`src/rtl/intc_pkg.sv`:
```
package intc_pkg;

    // Edge-capture state of one source line
    typedef enum logic [0:0] {
        CELL_CLEAR   = 1'b0,
        CELL_LATCHED = 1'b1
    } cell_st_t;

    // Word indices of the registers (byte offset / 4)
    localparam int unsigned IDX_ENABLE = 0;
    localparam int unsigned IDX_RAW    = 1;
    localparam int unsigned IDX_STATUS = 2;
    localparam int unsigned IDX_POL    = 3;
    localparam int unsigned IDX_TYPE   = 4;
    localparam int unsigned IDX_ROUTE  = 5;

endpackage

```
`src/rtl/intc_sync.sv`:
```
module intc_sync #(
    parameter int unsigned WIDTH  = 32,
    parameter int unsigned STAGES = 2
) (
    input  logic             clk,
    input  logic             rst_n,
    input  logic [WIDTH-1:0] async_i,
    output logic [WIDTH-1:0] sync_o
);

    logic [STAGES-1:0][WIDTH-1:0] pipe_q;

    always_ff @(posedge clk or negedge rst_n) begin
        if (!rst_n) begin
            pipe_q <= '0;
        end else begin
            pipe_q[0] <= async_i;
            for (int s = 1; s < STAGES; s++) begin
                pipe_q[s] <= pipe_q[s-1];
            end
        end
    end

    assign sync_o = pipe_q[STAGES-1];

endmodule

```
`src/rtl/intc_line.sv`:
```
module intc_line
    import intc_pkg::*;
(
    input  logic clk,
    input  logic rst_n,
    input  logic line_i,     // synchronized source
    input  logic pol_i,      // 1: high / rising, 0: low / falling
    input  logic edge_i,     // 1: edge sensing, 0: level sensing
    input  logic ack_i,      // write-one acknowledge for this line
    output logic raw_o
);

    cell_st_t st_q, st_d;
    logic     prev_q;
    logic     rise, fall, hit;

    always_ff @(posedge clk or negedge rst_n) begin
        if (!rst_n) prev_q <= 1'b0;
        else        prev_q <= line_i;
    end

    assign rise = line_i & ~prev_q;
    assign fall = ~line_i & prev_q;
    assign hit  = pol_i ? rise : fall;

    // state register
    always_ff @(posedge clk or negedge rst_n) begin
        if (!rst_n) st_q <= CELL_CLEAR;
        else        st_q <= st_d;
    end

    // next-state logic
    always_comb begin
        st_d = st_q;
        unique case (st_q)
            CELL_CLEAR: begin
                if (edge_i && hit) st_d = CELL_LATCHED;           // capture
            end
            CELL_LATCHED: begin
                if (!edge_i)     st_d = CELL_CLEAR;               // drop
                else if (hit)    st_d = CELL_LATCHED;             // re-arm
                else if (ack_i)  st_d = CELL_CLEAR;               // acknowledge
            end
            default: st_d = CELL_CLEAR;
        endcase
    end

    // output logic
    always_comb begin
        if (edge_i) raw_o = (st_q == CELL_LATCHED);
        else        raw_o = (line_i == pol_i);
    end


    set_wins_chk: assert property (@(posedge clk) disable iff (!rst_n)
        (edge_i && hit) |=> (st_q == CELL_LATCHED));


    ack_clear_chk: assert property (@(posedge clk) disable iff (!rst_n)
        (edge_i && ack_i && !hit) |=> (st_q == CELL_CLEAR));


    hold_chk: assert property (@(posedge clk) disable iff (!rst_n)
        (edge_i && st_q == CELL_LATCHED && !ack_i) |=> (st_q == CELL_LATCHED));


    level_drop_chk: assert property (@(posedge clk) disable iff (!rst_n)
        (!edge_i) |=> (st_q == CELL_CLEAR));

endmodule

```
`src/rtl/intc_regs.sv`:
```
module intc_regs
    import intc_pkg::*;
#(
    parameter int unsigned N_LINES = 32,
    parameter int unsigned ADDR_W  = 8
) (
    input  logic               clk,
    input  logic               rst_n,
    input  logic               bus_we,
    input  logic [ADDR_W-1:0]  bus_addr,
    input  logic [N_LINES-1:0] bus_wdata,
    output logic [N_LINES-1:0] bus_rdata,
    input  logic [N_LINES-1:0] raw_i,
    output logic [N_LINES-1:0] enable_o,
    output logic [N_LINES-1:0] pol_o,
    output logic [N_LINES-1:0] type_o,
    output logic [N_LINES-1:0] route_o,
    output logic [N_LINES-1:0] ack_o,
    output logic [N_LINES-1:0] status_o
);

    localparam int unsigned IW = ADDR_W - 2;

    logic [IW-1:0]      idx;
    logic               aligned;
    logic [N_LINES-1:0] enable_q, pol_q, type_q, route_q;

    assign idx     = bus_addr[ADDR_W-1:2];
    assign aligned = (bus_addr[1:0] == 2'b00);

    always_ff @(posedge clk or negedge rst_n) begin
        if (!rst_n) begin
            enable_q <= '0;
            pol_q    <= '0;
            type_q   <= '0;
            route_q  <= '0;
        end else if (bus_we && aligned) begin
            if (idx == IW'(IDX_ENABLE)) enable_q <= bus_wdata;
            if (idx == IW'(IDX_POL))    pol_q    <= bus_wdata;
            if (idx == IW'(IDX_TYPE))   type_q   <= bus_wdata;
            if (idx == IW'(IDX_ROUTE))  route_q  <= bus_wdata;
        end
    end

    assign ack_o    = (bus_we && aligned && idx == IW'(IDX_RAW)) ? bus_wdata : '0;
    assign status_o = raw_i & enable_q;

    always_comb begin
        bus_rdata = '0;
        if (aligned) begin
            if (idx == IW'(IDX_ENABLE)) bus_rdata = enable_q;
            if (idx == IW'(IDX_RAW))    bus_rdata = raw_i;
            if (idx == IW'(IDX_STATUS)) bus_rdata = status_o;
            if (idx == IW'(IDX_POL))    bus_rdata = pol_q;
            if (idx == IW'(IDX_TYPE))   bus_rdata = type_q;
            if (idx == IW'(IDX_ROUTE))  bus_rdata = route_q;
        end
    end

    assign enable_o = enable_q;
    assign pol_o    = pol_q;
    assign type_o   = type_q;
    assign route_o  = route_q;


    write_hold_chk: assert property (@(posedge clk) disable iff (!rst_n)
        (!bus_we) |=> ($stable(enable_q) && $stable(pol_q) &&
                       $stable(type_q) && $stable(route_q)));

endmodule

```
`src/rtl/intc_route.sv`:
```
module intc_route #(
    parameter int unsigned N_LINES = 32
) (
    input  logic               clk,
    input  logic               rst_n,
    input  logic [N_LINES-1:0] status_i,
    input  logic [N_LINES-1:0] route_i,
    output logic               irq_o,
    output logic               fiq_o
);

    logic irq_q, fiq_q;

    always_ff @(posedge clk or negedge rst_n) begin
        if (!rst_n) begin
            irq_q <= 1'b0;
            fiq_q <= 1'b0;
        end else begin
            irq_q <= |(status_i & ~route_i);
            fiq_q <= |(status_i & route_i);
        end
    end

    assign irq_o = irq_q;
    assign fiq_o = fiq_q;


    irq_path_chk: assert property (@(posedge clk) disable iff (!rst_n)
        (|(status_i & ~route_i)) |=> irq_o);


    fiq_path_chk: assert property (@(posedge clk) disable iff (!rst_n)
        (|(status_i & route_i)) |=> fiq_o);


    quiet_chk: assert property (@(posedge clk) disable iff (!rst_n)
        (status_i == '0) |=> (!irq_o && !fiq_o));

endmodule

```
`src/rtl/intc_core.sv`:
```
module intc_core #(
    parameter int unsigned N_LINES     = 32,
    parameter int unsigned ADDR_W      = 8,
    parameter int unsigned SYNC_STAGES = 2
) (
    input  logic               clk,
    input  logic               rst_n,
    input  logic [N_LINES-1:0] src_i,
    input  logic               bus_we,
    input  logic [ADDR_W-1:0]  bus_addr,
    input  logic [N_LINES-1:0] bus_wdata,
    output logic [N_LINES-1:0] bus_rdata,
    output logic               irq_o,
    output logic               fiq_o
);

    logic [N_LINES-1:0] src_sync;
    logic [N_LINES-1:0] raw, enable, pol, sense, route, ack, status;

    intc_sync #(.WIDTH(N_LINES), .STAGES(SYNC_STAGES)) u_sync (
        .clk     (clk),
        .rst_n   (rst_n),
        .async_i (src_i),
        .sync_o  (src_sync)
    );

    for (genvar g = 0; g < N_LINES; g++) begin : g_line
        intc_line u_line (
            .clk    (clk),
            .rst_n  (rst_n),
            .line_i (src_sync[g]),
            .pol_i  (pol[g]),
            .edge_i (sense[g]),
            .ack_i  (ack[g]),
            .raw_o  (raw[g])
        );
    end

    intc_regs #(.N_LINES(N_LINES), .ADDR_W(ADDR_W)) u_regs (
        .clk       (clk),
        .rst_n     (rst_n),
        .bus_we    (bus_we),
        .bus_addr  (bus_addr),
        .bus_wdata (bus_wdata),
        .bus_rdata (bus_rdata),
        .raw_i     (raw),
        .enable_o  (enable),
        .pol_o     (pol),
        .type_o    (sense),
        .route_o   (route),
        .ack_o     (ack),
        .status_o  (status)
    );

    intc_route #(.N_LINES(N_LINES)) u_route (
        .clk      (clk),
        .rst_n    (rst_n),
        .status_i (status),
        .route_i  (route),
        .irq_o    (irq_o),
        .fiq_o    (fiq_o)
    );


    status_gate_chk: assert property (@(posedge clk) disable iff (!rst_n)
        ((status & ~enable) == '0) && ((status & ~raw) == '0));

endmodule

```
`config.mk`:
```
export PLATFORM = sky130hd
export DESIGN_NAME = intc_core
export DESIGN_NICKNAME = d
export VERILOG_FILES = /design/src/rtl/intc_pkg.sv /design/src/rtl/intc_sync.sv /design/src/rtl/intc_line.sv /design/src/rtl/intc_regs.sv /design/src/rtl/intc_route.sv /design/src/rtl/intc_core.sv
export SDC_FILE = /design/constraint.sdc
export NUM_CORES = 1
export LEC_CHECK = 0
export CAP_MARGIN = 20
export CORE_ASPECT_RATIO = 0.7
export CORE_MARGIN = 2
export CORE_UTILIZATION = 58
export DETAILED_ROUTE_END_ITERATION = 6
export PLACE_DENSITY = 0.85
export REMOVE_ABC_BUFFERS = 1
export SLEW_MARGIN = 10
export SYNTH_ARGS = -nofsm -noshare
export SYNTH_HDL_FRONTEND = slang
export SYNTH_SLANG_ARGS = --single-unit
```
`constraint.sdc`:
```
create_clock -name clk -period 2.52 [get_ports clk]
set_input_delay 0.252 -clock clk [delete_from_list [all_inputs] [get_ports clk]]
set_output_delay 0.252 -clock clk [all_outputs]
set_load 0.1 [all_outputs]
```
==> impl_metrics.toml <==
[status]
status = "finished with violations"
violations_in_the_final_reports = "DRC, setup timing"

[die]
start_util_pct = 58.9
die_area_sq_um = 23100
boundaryPins = 109
number_of_standard_cell_rows_in_the_floorplan = 45
floorplan.die.width_um = 181
core-area_sq_um = 21600
chip_height_um = 128

[power]
power.clock.fraction_pct = 40.2
power.share.switching_pct = 26.3
psw_w = 0.00256
p_seq_share_pct = 47.3
cellPowerDensity_nw_per_um2 = 578
int_pwr_w = 0.00717
part_of_the_power_in_combinational_logic_pct = 12.5
power.ir.vdd_worst_mv = 0.569
static-leakage-power_nw = 7.40

[critical_path]
critical_path.endpoint_type = "output port"
startpoint_type = "flip-flop"
r2r_slack_ns = 0.11
critPathKind = "flip-flop to output port"
reg2regPathDepth = 7
critPathArrivalTime_ns = 2.57
regToRegEndpoint = "u_route.fiq_o$_DFF_PN0_"
critPathRequiredTime_ns = 2.27
path_max_fanout = 4
worstReg2RegStart = "u_regs.pol_o[12]$_DFFE_PN0P_"

[placement]
detailedPlace.worstSlack_ns = -0.292
io_buffers = 108
globalplace.congestion = 0.975
place.detailed.instances = 1632
hpwlAfterDp_um = 26600

[sta]
worst_pin_slew_ns = 0.862
timing.final.hold_violations = 0
fin_crit_ns = 2.83
timing.final.setup_violations = 8
layout_worst_path_cycle_share_pct = 112
rsz0062_at_grt = "true"
max_clock_freq_mhz = 354
final-max-slew-violation-count = 0
timing.setup.tns_ns = -0.573
relSlewSlack_pct = 41.7
final_critical_path_setup_slack_ns = -0.305
finalClockSkew_ns = 0.0190

[logic_synthesis]
synth_enable_flop_cells = 0
seq_cells_post_synth = 258
synth_commonest_cells = "sky130_fd_sc_hd__dfrtp_1, sky130_fd_sc_hd__nand2_1, sky130_fd_sc_hd__mux2_2"
synthArstFlopShare_pct = 100
synth_largest_type_area_fraction_pct = 50.8
synth.top_cells.by_area = "sky130_fd_sc_hd__dfrtp_1, sky130_fd_sc_hd__mux2_2, sky130_fd_sc_hd__nand2_1"
postSynth.topFlopCell = "sky130_fd_sc_hd__dfrtp_1"
synthDominantAreaCellType = "sky130_fd_sc_hd__dfrtp_1"
synth-warning-count = 0
synth_sequential_area_ratio_pct = 50.8
syn_avg_cell_area_sq_um = 10.3
yosysUniqueCellTypes = 65
mappedNetlistArea_sq_um = 12700
post-synth-top-count-cell = "sky130_fd_sc_hd__dfrtp_1"
syn_inst = 1231

[worst_hold_path]
holdPathStages = 1
timing.hold.worst.start = "src_i[15]"
hold_path_class = "input port to flip-flop"
holdPathEnd = "u_sync.pipe_q[15]$_DFF_PN0_"

[cells_and_area]
utilization_pct = 78.1
fillerInstances = 1307
design.final.nets = 1512
antenna_cells_inserted = 0
drive_above_1_share_pct = 30.2
synthToLayoutAreaGrowth_pct = 32.5
layout.cells.non_filler = 1736

[clocking]
worstSkewPairLatency_ns = 0.54
cts_htree_levels = 1
clock_tree.buffer_depth = 3
clock_root_buffer = "sky130_fd_sc_hd__clkbuf_16"
clkSlewWorstSetupHoldPaths_ns = 0.06
numCtsBuffers = 24
cts.sink_count = 258
tritoncts = "done"

[routing]
detail-route-antenna-nets = 0
routed_wirelength_um = 41400
initialDrtViolationCount = 1951
number_of_detailed_route_iterations_in_the_first_pass = 7
route.detailed.wl_per_inst_um = 23.9
via_count = 11825
vias_per_cell = 6.81
post-route-drc-count = 15

[grt]
grt_antenna_before_repair = 0
grt_remaining_overflow = 0
groute.usage.overall_pct = 34.3
first_pass_grt_wire_length_um = 62300
pin_count_of_the_biggest_net_entering_global_routing = 62
via_count_of_the_first_global_routing_pass = 11157

[flow_run]
cap_violations = 0
## worst max-delay path: stages, from the launching register on
cell and delay [ns]:
sky130_fd_sc_hd__dfrtp_1 0.42, sky130_fd_sc_hd__or2_4 0.26, sky130_fd_sc_hd__a21oi_4 0.20, sky130_fd_sc_hd__o32ai_2 0.13, sky130_fd_sc_hd__a211oi_2 0.23, sky130_fd_sc_hd__o22ai_2 0.11
sky130_fd_sc_hd__a211oi_2 0.34, sky130_fd_sc_hd__buf_4 0.19, sky130_fd_sc_hd__buf_12 0.16
## registers in the layout, indices dropped and copies added (netlist names)
register / cells
g_line.u_line.prev_q: 32
g_line.u_line.st_q: 32
u_regs.enable_o: 32
u_regs.pol_o: 32
u_regs.route_o: 32
u_regs.type_o: 32
u_route.fiq_o: 1
u_route.irq_o: 1
u_sync.pipe_q: 32
u_sync.sync_o: 32
## cell families after synthesis
logic type,synth area share (%)
AO/OA/AOI/OAI,16.7
XOR/XNOR,1.93
buffers and inverters,3.14
flip-flops,50.8
multiplexers,11.0
AND/OR/NAND/NOR,16.4
## metrics by stage
| step | hold WS (ns) | area (sq um) | total power (W) |
|---|---|---|---|
| final | 0.159 | 16800 | 0.00973 |
| after global routing | 0.153 | 16800 | 0.0100 |
| after CTS | 0.150 | 16300 | 0.00960 |
| after detailed placement | 0.225 | 15000 | 0.00566 |
| after global placement | 0.221 | 15000 | 0.00561 |
| after floorplan | -0.0436 | 12400 | 0.00510 |
## power by group through the flow
| stage | Combinational, W | Clock (W) | Sequential, W |
|---|---|---|---|
| 2_1_floorplan | 0.000436 | 0 | 0.00466 |
| 3_3_place_gp | 0.000978 | 0 | 0.00464 |
| 3_5_place_dp | 0.00101 | 0 | 0.00465 |
| 4_1_cts | 0.00111 | 0.00392 | 0.00458 |
| 5_1_grt | 0.00129 | 0.00408 | 0.00463 |
| 6_report | 0.00122 | 0.00391 | 0.00460 |
## per-layer routing
metal  part of all wire (%)  global-route usage (%)  vias up
met4                    4.4                    12.3        0
met2                     44                    52.8      927
met3                     13                    7.81      181
met5                      0                       0        -
li1                       -                       -     4972
met1                     38                    48.2     5745
## area by class of cell
type / count / area (sq um) / area share (%)
clock inverter: 8 / 119 / 0.706
sequential: 258 / 6490 / 38.6
clock buffer: 35 / 723 / 4.30
multi-input combinational: 876 / 6350 / 37.7
timing repair buffer: 260 / 2730 / 16.2
tap: 282 / 353 / 2.10
inverter: 17 / 63.8 / 0.379
## repair_timing
item | 4_1_cts | 5_1_grt
hold buffers | 1 | 0
gates resized for setup | 65 | 89
endpoints found under the hold margin | 56 | 0
setup buffers | 35 | 26
cloned | 1 | 0
pin swaps | 33 | 66
endpoints found under the setup margin | 30 | 31
## worst max-delay path by stage
stage,from,to,slack [ns],cells past startpoint
after global routing,u_sync.sync_o[13]$_DFF_PN0_,bus_rdata[13],-0.34,8
after floorplan,bus_addr[5],bus_rdata[30],-2.23,3
final,u_sync.sync_o[13]$_DFF_PN0_,bus_rdata[13],-0.31,8
after global placement,bus_addr[3],bus_rdata[13],-0.22,10
after CTS,u_sync.sync_o[13]$_DFF_PN0_,bus_rdata[13],-0.16,8
after detailed placement,bus_addr[3],bus_rdata[13],-0.29,10
## placed cells by master, fill, tap and decap left out, drive strengths merged, types with 8 or more instances in the layout
master,instances
a211oi,29
a21o,20
a21oi,44
a221oi,11
a22oi,10
a31oi,8
buf,187
clkbuf,35
clkdlybuf4s50,67
dfrtp,258
inv,17
mux2,118
nand2,137
nand3,31
nand4,34
nor2,66
nor2b,34
nor3,13
nor3b,35
nor4b,13
o211ai,22
o21ai,61
o22ai,74
xor2,27
No activity file was read; power rests on OpenSTA's default activity.
